### src/rtl/i2cShiftPkg.sv
package i2cShiftPkg;
  // Strobes issued by the control unit to the datapath, at most one per cycle
  typedef struct packed {
    logic load;      // accepted processor write
    logic shiftIn;   // shift clock rising event: shift left, capture SDA
    logic driveNext; // shift clock falling event: present next output bit
  } shiftStrobe_t;
endpackage

### src/rtl/i2cLineFilter.sv
module i2cLineFilter #(
  parameter int   SYNC_STAGES = 2,
  parameter logic RESET_LEVEL = 1'b1
) (
  input  logic clk,
  input  logic rstN,
  input  logic rawIn,
  output logic filtOut
);
  localparam int CHAIN_W = SYNC_STAGES + 1;

  logic [CHAIN_W-1:0] chain;

  always_ff @(posedge clk or negedge rstN) begin
    if (!rstN) begin
      chain   <= {CHAIN_W{RESET_LEVEL}};
      filtOut <= RESET_LEVEL;
    end else begin
      chain <= {chain[CHAIN_W-2:0], rawIn};
      // Output follows only when two consecutive samples agree
      if (chain[CHAIN_W-1] == chain[CHAIN_W-2])
        filtOut <= chain[CHAIN_W-1];
    end
  end

  // a change on the output must be backed by the newest agreeing sample
  p_filter_agree_r7: assert property (@(posedge clk) disable iff (!rstN)
    (filtOut != $past(filtOut)) |-> ($past(chain[CHAIN_W-2]) == filtOut));
endmodule

### src/rtl/i2cShiftCtrl.sv
module i2cShiftCtrl
  import i2cShiftPkg::*;
#(
  parameter int DATA_W      = 8,
  parameter int HALF_PERIOD = 8,
  parameter int CNT_W       = $clog2(DATA_W)
) (
  input  logic             clk,
  input  logic             rstN,
  input  logic             busEnable,
  input  logic             masterMode,
  input  logic             wrEn,
  input  logic             sclFilt,
  output shiftStrobe_t     strb,
  output logic             shClk,
  output logic [CNT_W-1:0] bitCount,
  output logic             byteDone,
  output logic             xferActive,
  output logic             sclLow
);
  localparam int               HALF_W   = (HALF_PERIOD > 1) ? $clog2(HALF_PERIOD) : 1;
  localparam logic [CNT_W-1:0] LAST_BIT = CNT_W'(DATA_W - 1);
  localparam logic [HALF_W-1:0] HALF_END = HALF_W'(HALF_PERIOD - 1);

  logic              accepted;
  logic              riseEv;
  logic              fallEv;
  logic              doneNext;
  logic              genActive;
  logic [HALF_W-1:0] halfCnt;

  always_comb begin
    accepted       = wrEn && busEnable;
    riseEv         = busEnable && sclFilt && !shClk;
    fallEv         = busEnable && !sclFilt && shClk;
    doneNext       = !accepted && riseEv && (bitCount == LAST_BIT);
    strb.load      = accepted;
    strb.shiftIn   = riseEv && !accepted;
    strb.driveNext = fallEv && !accepted;
  end

  // Shift clock: filtered SCL delayed by one system clock
  always_ff @(posedge clk or negedge rstN) begin
    if (!rstN) shClk <= 1'b1;
    else       shClk <= sclFilt;
  end

  // Bit counter and completion pulse
  always_ff @(posedge clk or negedge rstN) begin
    if (!rstN) begin
      bitCount <= '0;
      byteDone <= 1'b0;
    end else begin
      byteDone <= doneNext;
      if (accepted)
        bitCount <= '0;
      else if (riseEv)
        bitCount <= (bitCount == LAST_BIT) ? '0 : bitCount + 1'b1;
    end
  end

  // Transfer window: opened by a write, closed by the final bit
  always_ff @(posedge clk or negedge rstN) begin
    if (!rstN)            xferActive <= 1'b0;
    else if (!busEnable)  xferActive <= 1'b0;
    else if (accepted)    xferActive <= 1'b1;
    else if (doneNext)    xferActive <= 1'b0;
  end

  // Master SCL generator: alternate low/release phases until the byte ends
  always_ff @(posedge clk or negedge rstN) begin
    if (!rstN) begin
      genActive <= 1'b0;
      sclLow    <= 1'b0;
      halfCnt   <= '0;
    end else if (!busEnable || doneNext) begin
      genActive <= 1'b0;
      sclLow    <= 1'b0;
      halfCnt   <= '0;
    end else if (accepted) begin
      genActive <= masterMode;
      sclLow    <= masterMode;
      halfCnt   <= '0;
    end else if (genActive) begin
      if (halfCnt == HALF_END) begin
        halfCnt <= '0;
        sclLow  <= !sclLow;
      end else begin
        halfCnt <= halfCnt + 1'b1;
      end
    end
  end

  // an accepted write restarts the count
  p_count_clear_r5: assert property (@(posedge clk) disable iff (!rstN)
    strb.load |=> (bitCount == '0));
  // completion coincides with the wrap from the last bit
  p_done_wrap_r8: assert property (@(posedge clk) disable iff (!rstN)
    byteDone |-> ((bitCount == '0) && ($past(bitCount) == LAST_BIT)));
  // completion is a single-cycle pulse
  p_done_single_r8: assert property (@(posedge clk) disable iff (!rstN)
    byteDone |=> !byteDone);
  // SCL is only pulled inside an open transfer
  p_scl_owner_r6: assert property (@(posedge clk) disable iff (!rstN)
    sclLow |-> xferActive);
  // SCL is released when the byte completes
  p_scl_stop_r6: assert property (@(posedge clk) disable iff (!rstN)
    byteDone |-> !sclLow);
endmodule

### src/rtl/i2cShiftData.sv
module i2cShiftData
  import i2cShiftPkg::*;
#(
  parameter int DATA_W = 8
) (
  input  logic              clk,
  input  logic              rstN,
  input  shiftStrobe_t      strb,
  input  logic [DATA_W-1:0] wrData,
  input  logic              sdaFilt,
  input  logic              txMode,
  input  logic              xferActive,
  input  logic              sclLevel,
  output logic [DATA_W-1:0] rdData,
  output logic              sdaLow
);
  localparam int MSB = DATA_W - 1;

  logic [DATA_W-1:0] shReg;
  logic              outBit;

  always_ff @(posedge clk or negedge rstN) begin
    if (!rstN) begin
      shReg  <= '0;
      outBit <= 1'b1;
    end else if (strb.load) begin
      shReg  <= wrData;
      outBit <= wrData[MSB];
    end else if (strb.shiftIn) begin
      shReg  <= {shReg[MSB-1:0], sdaFilt};
    end else if (strb.driveNext) begin
      outBit <= shReg[MSB];
    end
  end

  always_comb begin
    rdData = shReg;
    sdaLow = txMode && xferActive && !outBit;
  end

  // receive mode never pulls SDA
  p_sda_release_r9: assert property (@(posedge clk) disable iff (!rstN)
    !txMode |-> !sdaLow);
  // SDA holds while the shift clock stays high
  p_sda_hold_r3: assert property (@(posedge clk) disable iff (!rstN)
    (sclLevel && $past(sclLevel) && !$past(strb.load) && $stable(txMode)
      && $stable(xferActive)) |-> $stable(sdaLow));
endmodule

### src/rtl/i2cByteShifter.sv
module i2cByteShifter
  import i2cShiftPkg::*;
#(
  parameter int DATA_W      = 8,
  parameter int HALF_PERIOD = 8,
  parameter int SYNC_STAGES = 2,
  parameter int CNT_W       = $clog2(DATA_W)
) (
  input  logic              clk,
  input  logic              rstN,
  input  logic              busEnable,
  input  logic              masterMode,
  input  logic              txMode,
  input  logic              wrEn,
  input  logic [DATA_W-1:0] wrData,
  output logic [DATA_W-1:0] rdData,
  input  logic              sclIn,
  input  logic              sdaIn,
  output logic              sclLow,
  output logic              sdaLow,
  output logic [CNT_W-1:0]  bitCount,
  output logic              byteDone
);
  localparam int LINES = 2; // index 0 = SCL, 1 = SDA

  logic [LINES-1:0] rawLines;
  logic [LINES-1:0] filtLines;
  shiftStrobe_t     strb;
  logic             shClk;
  logic             xferActive;

  assign rawLines = {sdaIn, sclIn};

  for (genvar g = 0; g < LINES; g++) begin : g_filter
    i2cLineFilter #(
      .SYNC_STAGES(SYNC_STAGES),
      .RESET_LEVEL(1'b1)
    ) u_filt (
      .clk    (clk),
      .rstN   (rstN),
      .rawIn  (rawLines[g]),
      .filtOut(filtLines[g])
    );
  end

  i2cShiftCtrl #(
    .DATA_W     (DATA_W),
    .HALF_PERIOD(HALF_PERIOD),
    .CNT_W      (CNT_W)
  ) u_ctrl (
    .clk       (clk),
    .rstN      (rstN),
    .busEnable (busEnable),
    .masterMode(masterMode),
    .wrEn      (wrEn),
    .sclFilt   (filtLines[0]),
    .strb      (strb),
    .shClk     (shClk),
    .bitCount  (bitCount),
    .byteDone  (byteDone),
    .xferActive(xferActive),
    .sclLow    (sclLow)
  );

  i2cShiftData #(
    .DATA_W(DATA_W)
  ) u_data (
    .clk       (clk),
    .rstN      (rstN),
    .strb      (strb),
    .wrData    (wrData),
    .sdaFilt   (filtLines[1]),
    .txMode    (txMode),
    .xferActive(xferActive),
    .sclLevel  (shClk),
    .rdData    (rdData),
    .sdaLow    (sdaLow)
  );

  // a write while disabled leaves the register untouched
  p_write_gate_r1: assert property (@(posedge clk) disable iff (!rstN)
    (wrEn && !busEnable) |=> $stable(rdData));
endmodule

### config.mk
export PLATFORM = sky130hd
export DESIGN_NAME = i2cByteShifter
export DESIGN_NICKNAME = d
export VERILOG_FILES = /design/src/rtl/i2cShiftPkg.sv /design/src/rtl/i2cLineFilter.sv /design/src/rtl/i2cShiftCtrl.sv /design/src/rtl/i2cShiftData.sv /design/src/rtl/i2cByteShifter.sv
export SDC_FILE = /design/constraint.sdc
export NUM_CORES = 1
export LEC_CHECK = 0
export BUFFER_PORTS_ARGS = -buffer_cell sky130_fd_sc_hd__clkbuf_2
export CAP_MARGIN = 25
export CORE_MARGIN = 2
export CORE_UTILIZATION = 55
export DETAILED_ROUTE_END_ITERATION = 6
export GPL_TIMING_DRIVEN = 0
export PLACE_DENSITY = 0.79
export SKIP_LAST_GASP = 1
export SYNTH_ARGS = -nofsm -noshare
export SYNTH_HDL_FRONTEND = slang
export SYNTH_HIERARCHICAL = 1
export SYNTH_SLANG_ARGS = --single-unit
### constraint.sdc
create_clock -name clk -period 1.9 [get_ports clk]
set_input_delay 0.19 -clock clk [delete_from_list [all_inputs] [get_ports clk]]
set_output_delay 0.19 -clock clk [all_outputs]
set_load 0.02 [all_outputs]
; Word level (Yosys, flattened, before mapping)
; Index checks and enable logic that the tools add are counted.
[word_totals]
regBits = 28
latchBits = 0
mem_bits_rw = 0
rom_bits = 0
in_bits = 16
out_inout_bits = 14
wordCells = 67
mem_count = 0
[classes]
n_addsub = 2
multipliers = 0
n_div = 0
magnitude_cmp = 0
eq_ne = 6
n_shift = 0
n_mux = 21
bitwise = 0
n_reduce_logical = 25
[op_table]
columns = operator, count
row1 = $mux 3, 7
row2 = $mux 8, 2
row3 = $mux 1, 12
row4 = $logic_and 1x1->1, 10
row5 = $reduce_bool 2->1, 4
row6 = $add 3x1->3 const B, 2
row7 = $eq 3x3->1 const B, 2
row8 = $logic_not 1->1, 6
row9 = $reduce_bool 3->1, 2
row10 = $reduce_and 2->1, 2
row11 = $ne 3x1->1 const B, 1
row12 = $eq 1x1->1, 2
row13 = $ne 2x1->1 const B, 1
row14 = $logic_or 1x1->1, 1

; Longest topological paths before layout
[depth]
word_depth = 7
ltp_mapped = 7
depth_no_buf = 5

; Modules after synthesis
; The synthesis kept the hierarchy.
[modules_own_cells]
columns = module, instances, cells_per_inst, area_per_inst_um2, seq_area_each_um2
row1 = i2cShiftCtrl, 1, 53, 563.0, 276.5
row2 = i2cShiftData, 1, 42, 464.2, 226.5
row3 = i2cLineFilter, 2, 5, 116.4, 105.1

; Least setup slack after synthesis
; OpenSTA, ideal clock, no wires.
[synth_timing]
path_kind = register to register
startpoint = reg u_ctrl.bitCount[0]
endpoint = reg u_ctrl.genActive
setup_ns = 0.078
arrival_ns = 1.285
required_ns = 1.822
slack_ns = 0.537
path_stages_with_launch = 6
path_buffers = 0
synth_period_minus_slack_ns = 1.363
cell_sequence = dfrtp_1 -> ha_1 -> ha_1 -> nand3b_1 -> nand3_1 -> o2bb2ai_1
[synth_via]
elab_chain_len = 4
word_cells_on_any_way = 5
cone_classes = eq/ne (1) / mux (1) / reduce/logical (3)
[synth_lines]
columns = element, line_no
row1 = start: declaration, i2cShiftCtrl.sv:16  ; output logic [CNT_W-1:0] bitCount,
row2 = start signal: assignment, i2cShiftCtrl.sv:58  ; bitCount <= (bitCount == LAST_BIT) ? '0 : bitCount + 1'b1;
row3 = $eq 3x3->1 (*), i2cShiftCtrl.sv:36  ; doneNext = !accepted && riseEv && (bitCount == LAST_BIT);
row4 = $logic_and 1x1->1 (*), i2cShiftCtrl.sv:36
row5 = $logic_or 1x1->1 (*), i2cShiftCtrl.sv:76  ; end else if (!busEnable || doneNext) begin
row6 = $mux 1 or $reduce_bool 2->1 (tied branches), n/a
row7 = end signal: assignment, i2cShiftCtrl.sv:81  ; genActive <= masterMode;
row8 = end: declaration, i2cShiftCtrl.sv:29  ; logic genActive;
; Mark *: on every way between the ends. The rest lies on a longest branch, timed or not.
; A chain may end at the register's enable or synchronous reset.

==> results.md <==
* Crit path from: g_filter[0].u_filt/filtOut$_DFFE_PN1N_
* Final worst slack at ~450 ps
* Final WL at 2140 um
* Setup-failing EPs final at 0
* Worst skew pair latency at 320 ps
* Pins over their slew limit at 0
* Post-route ant nets at 0
* Most frequent cells in the layout: 28 x clkbuf_2, 18 x dfrtp_1, 11 x nand2_1
* Ys flop type: dfrtp_1
* Nets at about 160
* Slew @ Worst Pin at 662 ps
* Global route total overflow at 0
* Slew headroom at 0.558
* YS warnings at 6
* Drt pass-1 iters at 4
* Synth cell types at 29
* RD Place Congestion at roughly 0.78
* Status: finished, final reports clean
* Avg Cell Area, Syn at around 12 um^2
* Die area at about 2700 um^2
* Vias at just under 900
* Slowest stage delay, CP at 610 ps
* Syn-to-layout area delta at 20.5%
* Layout Skew at around 7.3 ps
* Reg2Reg Setup Slack at between 400 and 500 ps
* IO Pins at 30
* Drt initial violations at 15
* N_diodes at 0
* Most common cell after layout, fill and taps aside: clkbuf_2
* Crit path max-delay family: flip-flops
* Share of cells above drive strength 1 at 0.386
* Seq/Total Area, Yosys at 0.566
* Synthesized flop and latch total at 28
* Core area at about 2200 um^2
* Leak Pwr at ~0.69 nW
* Final Hold Viols at 0
* Setup WS pre-CTS at between 400 and 500 ps
* CTS H-Tree Depth at 1
* Setup crit end kind: flop
* Final period utilization at 0.765
* Slowest cell on crit path: dfstp_2
* Die width at roughly 52 um
* First-pass GRT wire length at approximately 3800 um
* Setup CP Type: flop to flop
* PortBufs at 28
* CTS tree: yes
* Crit path DAT at approximately 1700 ps
* Async SR Flop Fraction at 1.00
* Critical Path RT at about 2100 ps
* Worst IR Drop VDD at just over 0.6 mV
* Num rows at 17
* Setup TNS at 0 ps
* Largest net degree at the start of global routing at 29
* Startpoint types: flop
* Initial antenna violation count at 0
* Syn nets at 125
* Hold path start: wrData[4]
* Tightest Hold Check Type: input pin to flop
* Gr usage total at 0.185
* Via density at between 5 and 6
* Reg2reg start: g_filter[0].u_filt/filtOut$_DFFE_PN1N_
* Cells after synthesis at approximately 110
* Unrepaired setup endpoints after global routing: false
* Vias in the first global route at approximately 880
* WL/cell at 12.8 um
* Critical Path, Cell by Cell: nand2b_1, nor2_1, buf_6, mux2i_1, o21ai_0
* Clock Path Buffers at 2
* Starting Density at 0.575
* Die H at 51.9 um
* TritonCTS Buffers at 3
* Max-Cap Viols at 0
* CTS Sinks at 28
* Worst-path clk slew at approximately 150 ps
* Number of buffer and inverter stages on the critical path at 1
* CP max FO at 10
* Power per Cell Area at slightly above 900 nW/um^2
* Max Fclk at 688 MHz
* Minimum clock period at approximately 1500 ps
* Final HPWL DP at ~1600 um
* DRC at 0
* Number of synthesized flops with an enable pin at 0
* Clock tree root driver cell: clkbuf_4
* Mapped Area at roughly 1300 um^2
* Cts repair resizes at 0
cells by family (layout without fill, tap and decap cells):
group | count (synthesis) | in the layout | synth area share
buffers and inverters | 11 | 46 | 0.0546
DFF | 28 | 28 | 0.566
muxes | 10 | 10 | 0.0794
AOI/OAI and AO/OA | 20 | 20 | 0.108
adders and majority gates | 6 | 6 | 0.0576
xor gates and xnor gates | 1 | 1 | 0.00695
and+or+nand+nor | 29 | 29 | 0.127
Yosys cell counts, types with 2 or more instances:
cell / number / area share
nand2_1: 11 / 0.033
dfrtp_1: 18 / 0.36
ha_1: 4 / 0.040
a22oi_1: 3 / 0.018
o22ai_1: 3 / 0.015
buf_6: 3 / 0.027
nor2_1: 8 / 0.024
inv_1: 6 / 0.018
maj3_2: 2 / 0.018
mux2i_1: 10 / 0.079
dfstp_2: 10 / 0.21
nor3b_1: 2 / 0.012
o21ai_0: 7 / 0.028
nand3b_1: 2 / 0.012
a21oi_1: 2 / 0.0079
through the flow:
stage	total power [mW]	hold slack (ps)	area (um^2)	utilization	instances
3_5_place_dp	1.00	255	1440	0.655	161
6_report	1.37	69.5	1520	0.693	168
4_1_cts	1.39	61.3	1520	0.693	168
5_1_grt	1.45	70.0	1520	0.693	168
2_1_floorplan	0.897	-106	1260	-	105
3_3_place_gp	0.988	250	1440	0.655	161
registers in the layout (all words and copies together) (netlist names):
| register | cells |
|---|---|
| u_ctrl/genActive | 1 |
| u_data/outBit | 1 |
| u_data/rdData | 8 |
| u_ctrl/byteDone | 1 |
| u_ctrl/halfCnt | 3 |
| u_ctrl/bitCount | 3 |
| g_filter.u_filt/chain | 6 |
| g_filter.u_filt/filtOut | 2 |
| u_ctrl/sclLow | 1 |
| u_ctrl/xferActive | 1 |
| u_ctrl/shClk | 1 |
cell type report:
class	instances	area (um^2)
multi-input combinational	66	478
sequential	28	713
timing repair buffer	31	170
clock inverter	1	30.0
inverter	6	22.5
tap	28	35.0
buffer	5	46.3
fill	194	673
clock buffer	3	22.5
metal layers:
metal	track usage	vias to the layer above	part of all wire	wire length, um
li1	-	437	-	-
met1	0.235	431	0.48	1020
met2	0.323	23	0.47	1010
met3	0.0230	2	0.047	100
met4	0.0658	0	0.0084	18
met5	0	-	0	0
power breakdown:
part	internal (mW)	switching, mW
sequential	0.672	0.0555
clock	0.213	0.167
combinational	0.113	0.153
total	0.998	0.375
timing repair:
action	in CTS	in global routing
buffers inserted	0	0
hold endpoints to repair	20	0
hold buffers	3	0
endpoints found under the setup margin	0	0
worst register-to-register path: stages (launching register included):
cell	delay [ps]
dfstp_2	610
nand2b_1	120
nor2_1	140
buf_6	180
mux2i_1	220
o21ai_0	90
worst paths after layout:
kind	cells past startpoint	end
worst max-delay path	5	u_data/rdData[1]$_DFFE_PN0P_
min in group asynchronous	2	u_data/rdData[7]$_DFFE_PN0P_
worst min-delay path	3	u_data/rdData[4]$_DFFE_PN0P_
worst min register to register	0	g_filter[0].u_filt/chain[1]$_DFF_PN1_
max in group asynchronous	2	u_ctrl/bitCount[0]$_DFFE_PN0P_
worst max register to register	5	u_data/rdData[1]$_DFFE_PN0P_
Note: power is estimated with default switching activity, not from simulation.
